### config.mk
export PLATFORM = sky130hd
export DESIGN_NAME = chidx_regfile
export DESIGN_NICKNAME = d
export VERILOG_FILES = /design/src/rtl/chidx_pkg.sv /design/src/rtl/chidx_sel.sv /design/src/rtl/chidx_chan.sv /design/src/rtl/chidx_glb.sv /design/src/rtl/chidx_regfile.sv
export SDC_FILE = /design/constraint.sdc
export NUM_CORES = 1
export LEC_CHECK = 0
export CORE_MARGIN = 8
export CORE_UTILIZATION = 65
export CTS_CLUSTER_SIZE = 14
export DETAILED_ROUTE_END_ITERATION = 7
export PLACE_DENSITY = 0.83
export RECOVER_POWER = 50
export SLEW_MARGIN = 15
export SYNTH_ARGS = -nofsm -noshare
export SYNTH_HDL_FRONTEND = slang
export SYNTH_SLANG_ARGS = --single-unit
export TNS_END_PERCENT = 10
### constraint.sdc
create_clock -name clk -period 4.73 [get_ports clk]
set_clock_uncertainty 0.15 [all_clocks]
set_input_delay 0.473 -clock clk [delete_from_list [all_inputs] [get_ports clk]]
set_output_delay 0.473 -clock clk [all_outputs]
set_load 0.005 [all_outputs]
### src/rtl/chidx_pkg.sv
package chidx_pkg;

    localparam int ADDR_W = 8;
    localparam int DATA_W = 8;
    localparam int N_LOC  = 3;
    localparam int N_GLB  = 3;

    localparam logic [ADDR_W-1:0] IDX_ADDR = 8'h05;

    typedef logic [ADDR_W-1:0] addr_t;
    typedef logic [DATA_W-1:0] byte_t;

    typedef struct packed {
        byte_t idx;
        byte_t rdq;
    } top_state_t;

    // Local (per-channel) register table
    function automatic addr_t loc_addr(input int i);
        case (i)
            0:       return 8'h10;
            1:       return 8'h14;
            default: return 8'h16;
        endcase
    endfunction

    function automatic byte_t loc_mask(input int i);
        case (i)
            0:       return 8'hFF;
            1:       return 8'h3F;
            default: return 8'h0F;
        endcase
    endfunction

    function automatic byte_t loc_dflt(input int i);
        case (i)
            0:       return 8'h00;
            1:       return 8'h01;
            default: return 8'h0A;
        endcase
    endfunction

    // Global (shared) register table
    function automatic addr_t glb_addr(input int i);
        case (i)
            0:       return 8'h00;
            1:       return 8'h08;
            default: return 8'hFF;
        endcase
    endfunction

    function automatic byte_t glb_mask(input int i);
        case (i)
            0:       return 8'h7E;
            1:       return 8'h03;
            default: return 8'h01;
        endcase
    endfunction

    function automatic byte_t glb_dflt(input int i);
        case (i)
            0:       return 8'h18;
            default: return 8'h00;
        endcase
    endfunction

    function automatic logic is_local(input addr_t a);
        logic hit;
        hit = 1'b0;
        for (int i = 0; i < N_LOC; i++) begin
            if (a == loc_addr(i)) hit = 1'b1;
        end
        return hit;
    endfunction

    function automatic logic is_global(input addr_t a);
        logic hit;
        hit = 1'b0;
        for (int i = 0; i < N_GLB; i++) begin
            if (a == glb_addr(i)) hit = 1'b1;
        end
        return hit;
    endfunction

    // Implemented-bit mask of a table register (0 for anything else)
    function automatic byte_t table_mask(input addr_t a);
        byte_t m;
        m = '0;
        for (int i = 0; i < N_LOC; i++) begin
            if (a == loc_addr(i)) m = loc_mask(i);
        end
        for (int i = 0; i < N_GLB; i++) begin
            if (a == glb_addr(i)) m = glb_mask(i);
        end
        return m;
    endfunction

endpackage

### src/rtl/chidx_sel.sv
// Turns the channel index into per-channel write enables and a one-hot
// read pick. Data channels take priority in ascending order, then the
// clock channels from the highest index bit downward.
module chidx_sel #(
    parameter int N_DATA = 4,
    parameter int N_CLK  = 2
) (
    input  logic [N_DATA+N_CLK-1:0] idx,
    output logic [N_DATA+N_CLK-1:0] wr_sel,
    output logic [N_DATA+N_CLK-1:0] rd_pick
);
    localparam int N_CH = N_DATA + N_CLK;

    logic found;

    assign wr_sel = idx;

    always_comb begin
        rd_pick = '0;
        found   = 1'b0;
        for (int i = 0; i < N_DATA; i++) begin
            if (idx[i] && !found) begin
                rd_pick[i] = 1'b1;
                found      = 1'b1;
            end
        end
        for (int k = N_CH - 1; k >= N_DATA; k--) begin
            if (idx[k] && !found) begin
                rd_pick[k] = 1'b1;
                found      = 1'b1;
            end
        end
    end

endmodule

### src/rtl/chidx_chan.sv
// One channel's copy of the local registers.
module chidx_chan
    import chidx_pkg::*;
(
    input  logic  clk,
    input  logic  rst_n,
    input  addr_t addr,
    input  byte_t wr_data,
    input  logic  wr_en,
    output byte_t rd_val
);
    byte_t regs_d [N_LOC];
    byte_t regs_q [N_LOC];

    always_comb begin
        for (int i = 0; i < N_LOC; i++) begin
            regs_d[i] = regs_q[i];
            if (wr_en && addr == loc_addr(i)) begin
                regs_d[i] = wr_data & loc_mask(i);
            end
        end
    end

    always_ff @(posedge clk or negedge rst_n) begin
        if (!rst_n) begin
            for (int i = 0; i < N_LOC; i++) regs_q[i] <= loc_dflt(i);
        end else begin
            for (int i = 0; i < N_LOC; i++) regs_q[i] <= regs_d[i];
        end
    end

    always_comb begin
        rd_val = '0;
        for (int i = 0; i < N_LOC; i++) begin
            if (addr == loc_addr(i)) rd_val = regs_q[i];
        end
    end

endmodule

### src/rtl/chidx_glb.sv
// Shared registers; the channel index never reaches this bank.
module chidx_glb
    import chidx_pkg::*;
(
    input  logic  clk,
    input  logic  rst_n,
    input  addr_t addr,
    input  byte_t wr_data,
    input  logic  wr_en,
    output byte_t rd_val
);
    byte_t regs_d [N_GLB];
    byte_t regs_q [N_GLB];

    always_comb begin
        for (int i = 0; i < N_GLB; i++) begin
            regs_d[i] = regs_q[i];
            if (wr_en && addr == glb_addr(i)) begin
                regs_d[i] = wr_data & glb_mask(i);
            end
        end
    end

    always_ff @(posedge clk or negedge rst_n) begin
        if (!rst_n) begin
            for (int i = 0; i < N_GLB; i++) regs_q[i] <= glb_dflt(i);
        end else begin
            for (int i = 0; i < N_GLB; i++) regs_q[i] <= regs_d[i];
        end
    end

    always_comb begin
        rd_val = '0;
        for (int i = 0; i < N_GLB; i++) begin
            if (addr == glb_addr(i)) rd_val = regs_q[i];
        end
    end

endmodule

### src/rtl/chidx_regfile.sv
module chidx_regfile
    import chidx_pkg::*;
#(
    parameter int N_DATA = 4,
    parameter int N_CLK  = 2
) (
    input  logic       clk,
    input  logic       rst_n,
    input  logic [7:0] addr,
    input  logic [7:0] wr_data,
    input  logic       wr_en,
    input  logic       rd_en,
    output logic [7:0] rd_data
);
    localparam int    N_CH     = N_DATA + N_CLK;
    localparam byte_t IDX_MASK = byte_t'((1 << N_CH) - 1);

    top_state_t state_d, state_q;

    logic [N_CH-1:0] wr_sel;
    logic [N_CH-1:0] rd_pick;
    byte_t           chan_val [N_CH];
    byte_t           glb_val;
    byte_t           loc_val;

    chidx_sel #(.N_DATA(N_DATA), .N_CLK(N_CLK)) u_sel (
        .idx     (state_q.idx[N_CH-1:0]),
        .wr_sel  (wr_sel),
        .rd_pick (rd_pick)
    );

    for (genvar c = 0; c < N_CH; c++) begin : g_chan
        chidx_chan u_chan (
            .clk     (clk),
            .rst_n   (rst_n),
            .addr    (addr),
            .wr_data (wr_data),
            .wr_en   (wr_en && wr_sel[c]),
            .rd_val  (chan_val[c])
        );
    end

    chidx_glb u_glb (
        .clk     (clk),
        .rst_n   (rst_n),
        .addr    (addr),
        .wr_data (wr_data),
        .wr_en   (wr_en),
        .rd_val  (glb_val)
    );

    always_comb begin
        loc_val = '0;
        for (int c = 0; c < N_CH; c++) begin
            if (rd_pick[c]) loc_val = loc_val | chan_val[c];
        end
    end

    always_comb begin
        state_d = state_q;
        if (wr_en && addr == IDX_ADDR) begin
            state_d.idx = wr_data & IDX_MASK;
        end
        if (rd_en) begin
            if (addr == IDX_ADDR)     state_d.rdq = state_q.idx;
            else if (is_global(addr)) state_d.rdq = glb_val;
            else if (is_local(addr))  state_d.rdq = loc_val;
            else                      state_d.rdq = '0;
        end
    end

    always_ff @(posedge clk or negedge rst_n) begin
        if (!rst_n) begin
            state_q.idx <= IDX_MASK;
            state_q.rdq <= '0;
        end else begin
            state_q <= state_d;
        end
    end

    assign rd_data = state_q.rdq;

endmodule

### Yosys cells after proc, flatten, opt, wreduce, memory -nomap -nowiden

Index checks and enable logic that the tools add are counted.

* register bits: 182
* latch bits: 0
* RAM bits: 0
* bits in read-only memories: 0
* bits of input ports: 20
* output and inout port bits: 8
* memories kept: 0

* add/subtract/negate cells: 0
* multiply operators: 0
* div/mod/pow operators: 0
* magnitude comparators: 0
* eq/ne operators: 12
* shifts and indexed selects: 0
* mux-type cells: 87
* bitwise gates (word level): 26
* reduce and logical (&&, ||, !) cells: 39

Operators with widths (number)
* 8-bit two-way mux: 66
* 8-bit bitwise AND: 21
* 8-bit equality test: 6
* 8-bit bitwise OR: 5
* 1-bit logical AND: 33
* 8-bit by 5-bit equality test with 1-bit output, second input constant: 3
* 1-bit two-way mux: 21
* 8-bit by 3-bit equality test with 1-bit output, second input constant: 1
* 8-bit by 4-bit equality test with 1-bit output, second input constant: 1
* 8-bit equality test, second input constant: 1
* 8-bit zero test: 1
* 1-bit zero test: 5

### Longest topological paths before layout

Gate-level depths: netlist of the first run.

* word-level depth: 22
* gate-level depth with buffers: 8
* mapped depth without buffers: 5

### By module

A second synthesis of the first run with hierarchy kept.

* cell total of the unflattened synthesis: 605
* area, all modules: 7086.8 µm²

By module, submodules not included
* chidx_chan: times used 6, cells each 72, area an instance 898.4 µm², sequential area each 454.2 µm²
* chidx_regfile: times used 1, cells each 117, area an instance 1084.8 µm², sequential area each 357.8 µm²
* chidx_glb: times used 1, cells each 43, area an instance 509.2 µm², sequential area each 227.7 µm²
* chidx_sel: times used 1, cells each 13, area an instance 102.6 µm², sequential area each 0.0 µm²

### Least setup slack after synthesis of the first run

No wires, ideal clock.

* kind: input to register
* from: input port addr[0]
* to: register g_chan[2].u_chan.regs_q[20] in the netlist's numbering
* library setup time: 0.125 ns
* data arrival time: 1.976 ns
* data required time: 4.455 ns
* slack: 2.479 ns
* stages: 5
* path buffers: 1
* path through: clkbuf_1 -> nor4_4 -> nand2_2 -> nor2_4 -> mux2_2

* longest elaborated chain between the ends: 2

RTL lines
* start: declaration: RTL line chidx_regfile.sv:9 `input logic [7:0] addr,`
* 8-bit by 5-bit equality test with 1-bit output: RTL line chidx_chan.sv:18 `if (wr_en && addr == loc_addr(i)) begin`
* 1-bit logical AND: RTL line chidx_chan.sv:18
* end: declaration: RTL line chidx_chan.sv:13 `byte_t regs_q [N_LOC];`

No other way between the ends.
A chain may end at the register's enable or synchronous reset.

==> impl_metrics.csv, run 1 <==
group,metric,value,unit
floorplan,coreArea,9819,µm²
grt,grt_pass1_vias,4928,
floorplan,die_area,13640,µm²
cts,clock_path_buffers,2,
cts,cts_tree,"built",
cts,cts_root_buf,"clkbuf_8",
final_layout,nFillCells,667,
grt,antenna_found_initial,0,
place,dp.cells,670,
synth,syn_avg_cell_area,12.05,µm²
synth,synth_edf_count,0,
sta,fmax,0.3292,GHz
final_layout,area_growth,12.70,%
pwr,vdd_drop_max,0.0002736,V
grt,grt_max_degree,68,
sta,hold_viol_final,0,
cts,post_cts_buffers,0,
setup_path,path_cells,"dlygate4sd3_1, buf_4, clkbuf_1",
setup_path,max_stage_delay,1.45,ns
synth,syn_inst,548,
cts,clk_latency,0.55,ns
setup_path,cp-start-kind,"input pin",
pwr,leakage,0.003249,µW
place,place_ws,1.438,ns
synth,postSynth.asyncResetShare,100.0,%
synth,yosysSeqAreaShare,50.15,%
synth,synth-seq-cells,131,
job,cap_violations,2,
pwr,p_seq_share,45.0,%
hold_path,hp-class,"reg -> reg",
routing,routed_wirelength,17700,µm
setup_path,arrival,3.16,ns
floorplan,initial_utilization,67.23,%
sta,whs,0.3530,ns
floorplan,die_h,116.8,µm
setup_path,crit_type,"in -> async",
pwr,p_sw,591.8,µW
final_layout,post-route-util,75.76,%
place,portBuffers,27,
routing,first_pass_iters,5,
run_status,run_status,"finished, violations left",
pwr,power.density,344.4,nW/µm²
final_layout,finalNetCount,577,
synth,ys_warn_count,0,
cts,cts_made_buffers,17,
routing,vias_per_cell,6.819,
sta,fin_crit_sh,64.23,%
sta,worst_pin_slew,1.944,ns
routing,vias,4794,
sta,slew_headroom,-29.61,%
place,dp_hpwl,11750,µm
grt,grt_pass1_wl,27860,µm
synth,synth.distinct_cells,66,
sta,layout_min_cycle_time,3.038,ns
setup_path,end_kind,"async pin",
pwr,clkPwrFrac,49.3,%
final_layout,drive_gt1_share,37.89,%
floorplan,num_rows,36,
run_status,violations,"capacitance limit, slew limit",
floorplan,io_pins,28,
routing,wl_per_cell,25.18,µm
cts,clk_pin_slew,0.06,ns
floorplan,die_x,116.8,µm
setup_path,cp_max_fo,67,
setup_path,r2r_slack,2.13,ns
synth,synth_flop_cell,"dfrtp_1",
grt,grt_util_all_layers,27.94,%
final_layout,fin_cells,703,
routing,post-route-drc-count,0,
pwr,internal_power,1971,µW
grt,gr-total-overflow,0,
cts,clkSinkCount,131,
sta,fin_setup_tns,0,ns
sta,setup_viol,0,
final_layout,num_antenna_cells,0,
synth,syn_area,6601,µm²
sta,rsz0062_at_grt,"no",
cts,ctsResizeCount,0,
routing,ant_nets,0,
sta,drv_slew,68,
place,gp_congestion,0.9138,
pwr,p_comb_share,5.8,%
sta,fin_ws,1.692,ns
cts,htreeDepth,4,
synth,synthesis.nets,568,
setup_path,slowest_stage,"clkbuf_1",
setup_path,cp.required,4.85,ns
pwr,switching_share,23.09,%
routing,dr.first_iter.drc_count,455,
==> cell usage in the layout (no fill, tap or decap), types with 6 or more instances in the layout <==
cell             count
mux2_2             124
dfrtp_1            105
nand2_1             38
dfstp_2             26
a21oi_1             24
clkdlybuf4s50_1     22
nor2_1              18
clkbuf_16           16
o22ai_1             13
nor2_4              12
nor2b_1              9
nand3_1              8
nand3b_1             7
nand3_2              6
o211ai_1             6
nor4_1               6
==> synthesized netlist by cell type, types with 3 or more instances <==
| master | instances | share of area, % |
|---|---|---|
| mux2_2 | 124 | 21 |
| dfrtp_1 | 105 | 40 |
| nand2_1 | 38 | 2.2 |
| clkbuf_1 | 26 | 1.5 |
| dfstp_2 | 26 | 10 |
| a21oi_1 | 24 | 1.8 |
| nor2_1 | 18 | 1.0 |
| o22ai_1 | 13 | 1.2 |
| nor2_4 | 12 | 2.0 |
| buf_4 | 9 | 1.0 |
| nor2b_1 | 9 | 0.85 |
| nand3_1 | 8 | 0.61 |
| nand3b_1 | 7 | 0.80 |
| buf_2 | 6 | 0.45 |
| nand3_2 | 6 | 0.91 |
| nor4_1 | 6 | 0.57 |
| o211ai_1 | 6 | 0.68 |
| a221oi_1 | 5 | 0.66 |
| inv_1 | 5 | 0.28 |
| nor3b_1 | 5 | 0.57 |
| o21ai_0 | 5 | 0.38 |
| a22o_1 | 4 | 0.53 |
| a31oi_1 | 4 | 0.38 |
| and3b_1 | 4 | 0.53 |
| mux2i_1 | 4 | 0.61 |
| nor3_1 | 4 | 0.30 |
| o221ai_1 | 4 | 0.53 |
| nand4_1 | 3 | 0.28 |
| or2_2 | 3 | 0.28 |
| or4b_2 | 3 | 0.45 |
==> cells by family (layout without fill, tap and decap cells) <==
kind of cell    count (synthesis)  after routing  synth area share [%]
flops                         131            131                 50.15
simple gates                  146            146                 14.56
compound gates                 93             93                 9.837
buf+inv                        49             71                 3.525
mux                           129            129                 21.93
==> path summary, 6_finish.rpt <==
| path | to | from | depth (start not counted) |
|---|---|---|---|
| max | g_chan[3].u_chan.regs_q[2] | rst_n | 3 |
| min | g_chan[4].u_chan.regs_q[13] | g_chan[4].u_chan.regs_q[13] | 1 |
| max reg2reg | rd_data[3] | state_q[8] | 5 |
| min reg2reg | g_chan[4].u_chan.regs_q[13] | g_chan[4].u_chan.regs_q[13] | 1 |
| max in group clk | rd_data[2] | addr[2] | 6 |
| min in group asynchronous | g_chan[4].u_chan.regs_q[21] | rst_n | 2 |
==> state kept, by name, indices dropped and copies added, names as in the netlist <==
name	cells
rd_data	8
u_glb.regs_q	9
state_q	6
g_chan.u_chan.regs_q	108
==> per-layer routing <==
layer / routed length, µm / GRT usage (%) / up-vias
met3: 1461 / 7.286 / 63
met5: 0 / 0 / -
met1: 7242 / 35.95 / 2435
met2: 8289 / 42.40 / 257
met4: 707 / 15.44 / 0
li1: - / - / 2039
==> stage by stage <==
stage / total power [µW] / area (µm²)
final: 2562 / 7440
after global routing: 2635 / 7440
after CTS: 2574 / 7447
after detailed placement: 1315 / 6867
after global placement: 1312 / 6867
after floorplan: 1238 / 6601
==> worst max-delay path, delay by kind of cell <==
| kind | cells | cell delay [ns] |
|---|---|---|
| buffers and inverters | 3 | 2.63 |
==> power groups by stage <==
stage / Combinational (µW) / Sequential (µW) / Clock, µW
final: 148 / 1150 / 1260
after global routing: 159 / 1150 / 1320
after global placement: 143 / 1170 / 0
after detailed placement: 146 / 1170 / 0
after floorplan: 80.9 / 1160 / 0
after CTS: 147 / 1150 / 1280
==> final cells by class <==
cell class,instances,area (µm²),share of cell area (%)
clock inverter,9,103.9,1.396
clock buffer,23,466.7,6.273
inverter,5,18.77,0.2523
timing repair buffer,34,315.3,4.238
tap,133,166.4,2.237
multi-input combinational,368,3058,41.10
sequential,131,3311,44.50
==> timing repair <==
item,CTS,global route
hold endpoints to repair,53,0
hold buffers,1,0
setup endpoints to repair,0,0
Note: power is estimated with default switching activity, not from simulation.
==> run 2, diff against run 1 <==
Settings changed: CORE_UTILIZATION 65 to 61, PLACE_DENSITY 0.83 to 0.78.
Clock period 4.73 ns to 2.95 ns, I/O delays scaled along.
==> run 2 against run 1 <==
- the run now ends clean
- combinational power rose by 70%
- total power rose by 61%
- critical path depth rose by 2
- clock power rose by 61%
- non-clock buffer count rose by 15
- routed wire length fell by 2.1%
- worst setup slack got worse by 1.5 ns
- sequential power rose by 61%
- first-iteration DRC count did not move
- core utilization fell by 5.1 points
- register-to-register slack got worse by 1.9 ns
- critical path type is now reg -> reg
- critical endpoint is now rd_data[2]
- largest cell class unchanged
==> impl_metrics.csv, run 2 (synthesis results as in run 1) <==
group,metric,value,unit
setup_path,crit_type,"reg -> reg",
sta,hold_viol_final,0,
final_layout,layout_common_cells,"mux2_2 (124), dfrtp_1 (105), nand2_1 (38), dfstp_2 (26)",
cts,cts_tree,"built",
floorplan,initial_utilization,61.71,%
pwr,clkPwrFrac,49.2,%
sta,fin_crit_sh,93.04,%
setup_path,reg2regPathDepth,5,
setup_path,r2r_slack,0.21,ns
final_layout,area_growth,14.46,%
routing,vias,4772,
final_layout,final_common_cell,"mux2_2",
cts,post_cts_buffers,0,
grt,gr-total-overflow,0,
cts,postCtsHoldBufs,1,
sta,setup_viol,0,
routing,vias_per_cell,6.582,
grt,grt_util_all_layers,25.30,%
sta,fmax,0.3644,GHz
final_layout,post-route-util,70.63,%
pwr,leakage,0.003315,µW
setup_path,r2r_start,"state_q[8]",
pwr,switching_share,22.56,%
floorplan,coreArea,10700,µm²
floorplan,die_area,14410,µm²
grt,grt_pass1_vias,4967,
grt,grt_max_degree,44,
floorplan,num_rows,38,
final_layout,largest_reg_flops,108,
cts,cts_made_buffers,17,
routing,dr.first_iter.drc_count,455,
setup_path,cp_max_fo,22,
pwr,internal_power,3196,µW
grt,antenna_found_initial,0,
cts,htreeDepth,4,
run_status,run_status,"finished clean",
cts,ctsResizeCount,0,
routing,routed_wirelength,17330,µm
routing,first_pass_iters,5,
sta,layout_min_cycle_time,2.745,ns
setup_path,timing.rr.end,"rd_data[2]",
setup_path,crit_start,"state_q[8]",
pwr,vdd_drop_max,0.0004262,V
sta,fin_setup_tns,0,ns
routing,post-route-drc-count,0,
final_layout,drive_gt1_share,38.80,%
cts,clk_pin_slew,0.06,ns
place,portBuffers,27,
cts,clkSinkCount,131,
setup_path,arrival,3.05,ns
setup_path,cp-endpoint,"rd_data[2]",
routing,wl_per_cell,23.91,µm
setup_path,cp.required,3.26,ns
setup_path,end_kind,"flip-flop",
floorplan,die_h,120.0,µm
cts,clock_path_buffers,2,
setup_path,cp-start-kind,"flip-flop",
hold_path,hp-class,"in -> async",
routing,ant_nets,0,
pwr,p_comb_share,6.1,%
pwr,p_seq_share,44.7,%
grt,grt_pass1_wl,27890,µm
cts,clk_latency,0.54,ns
floorplan,io_pins,28,
sta,worst_pin_slew,1.337,ns
pwr,power.density,546.2,nW/µm²
final_layout,finalNetCount,592,
final_layout,top_register,"g_chan.u_chan.regs_q",
sta,slew_headroom,10.84,%
pwr,p_sw,931.1,µW
job,cap_violations,0,
cts,cts_root_buf,"clkbuf_8",
final_layout,num_antenna_cells,0,
sta,rsz0062_at_grt,"no",
place,gp_congestion,0.9372,
floorplan,die_x,120.0,µm
place,dp_hpwl,11820,µm
sta,drv_slew,0,
## run 2: per-layer routing
layer,up-vias,global-route usage (%),routed length (µm)
met5,-,0,0
met4,0,11.55,455
met3,47,5.402,1399
met2,242,38.84,8223
met1,2413,33.87,7257
li1,2070,-,-
## run 2: how the worst min path moves through the flow
stage                                startpoint                     endpoint  slack, ns
floorplan                                 rst_n   g_chan[0].u_chan.regs_q[0]      -0.15
global placement                          rst_n  g_chan[0].u_chan.regs_q[22]       0.15
detailed placement                        rst_n                   rd_data[6]       0.16
CTS                                       rst_n  g_chan[0].u_chan.regs_q[18]       0.13
global route        g_chan[5].u_chan.regs_q[20]  g_chan[5].u_chan.regs_q[20]       0.36
finish                                    rst_n  g_chan[1].u_chan.regs_q[18]       0.31
## run 2: metrics by stage
| step | power [µW] | std cells | hold WS (ns) | setup WS (ns) | instance area, µm² |
|---|---|---|---|---|---|
| after floorplan | 1985 | 548 | -0.1506 | 0.8772 | 6601 |
| after global placement | 2119 | 692 | 0.1481 | 0.1226 | 7013 |
| after detailed placement | 2126 | 692 | 0.1637 | 0.1328 | 7013 |
| after CTS | 4140 | 725 | 0.1320 | 0.3433 | 7590 |
| after global routing | 4237 | 725 | 0.3629 | 0.1310 | 7556 |
| final | 4127 | 725 | 0.3093 | 0.2054 | 7556 |
## run 2: layout make-up
| cell class | count | area (µm²) |
|---|---|---|
| clock buffer | 27 | 491.7 |
| sequential | 131 | 3311 |
| tap | 140 | 175.2 |
| timing repair buffer | 49 | 432.9 |
| multi-input combinational | 368 | 3052 |
| inverter | 5 | 18.77 |
| clock inverter | 5 | 75.07 |
| fill | 777 | 3142 |
## run 2: critical path, cell delays in order, from the launching register on
cell and delay (ns):
dfstp_2 0.51, nor4_2 0.60, nand3b_1 0.35, nor4_1 0.71, nor4_1 0.13, a31oi_1 0.20
## run 2: power groups by stage
stage,registers (µW),logic (µW),clock network (µW)
finish,1850,252,2030
global route,1850,270,2120
CTS,1840,255,2040
detailed placement,1870,252,0
global placement,1870,246,0
floorplan,1860,130,0
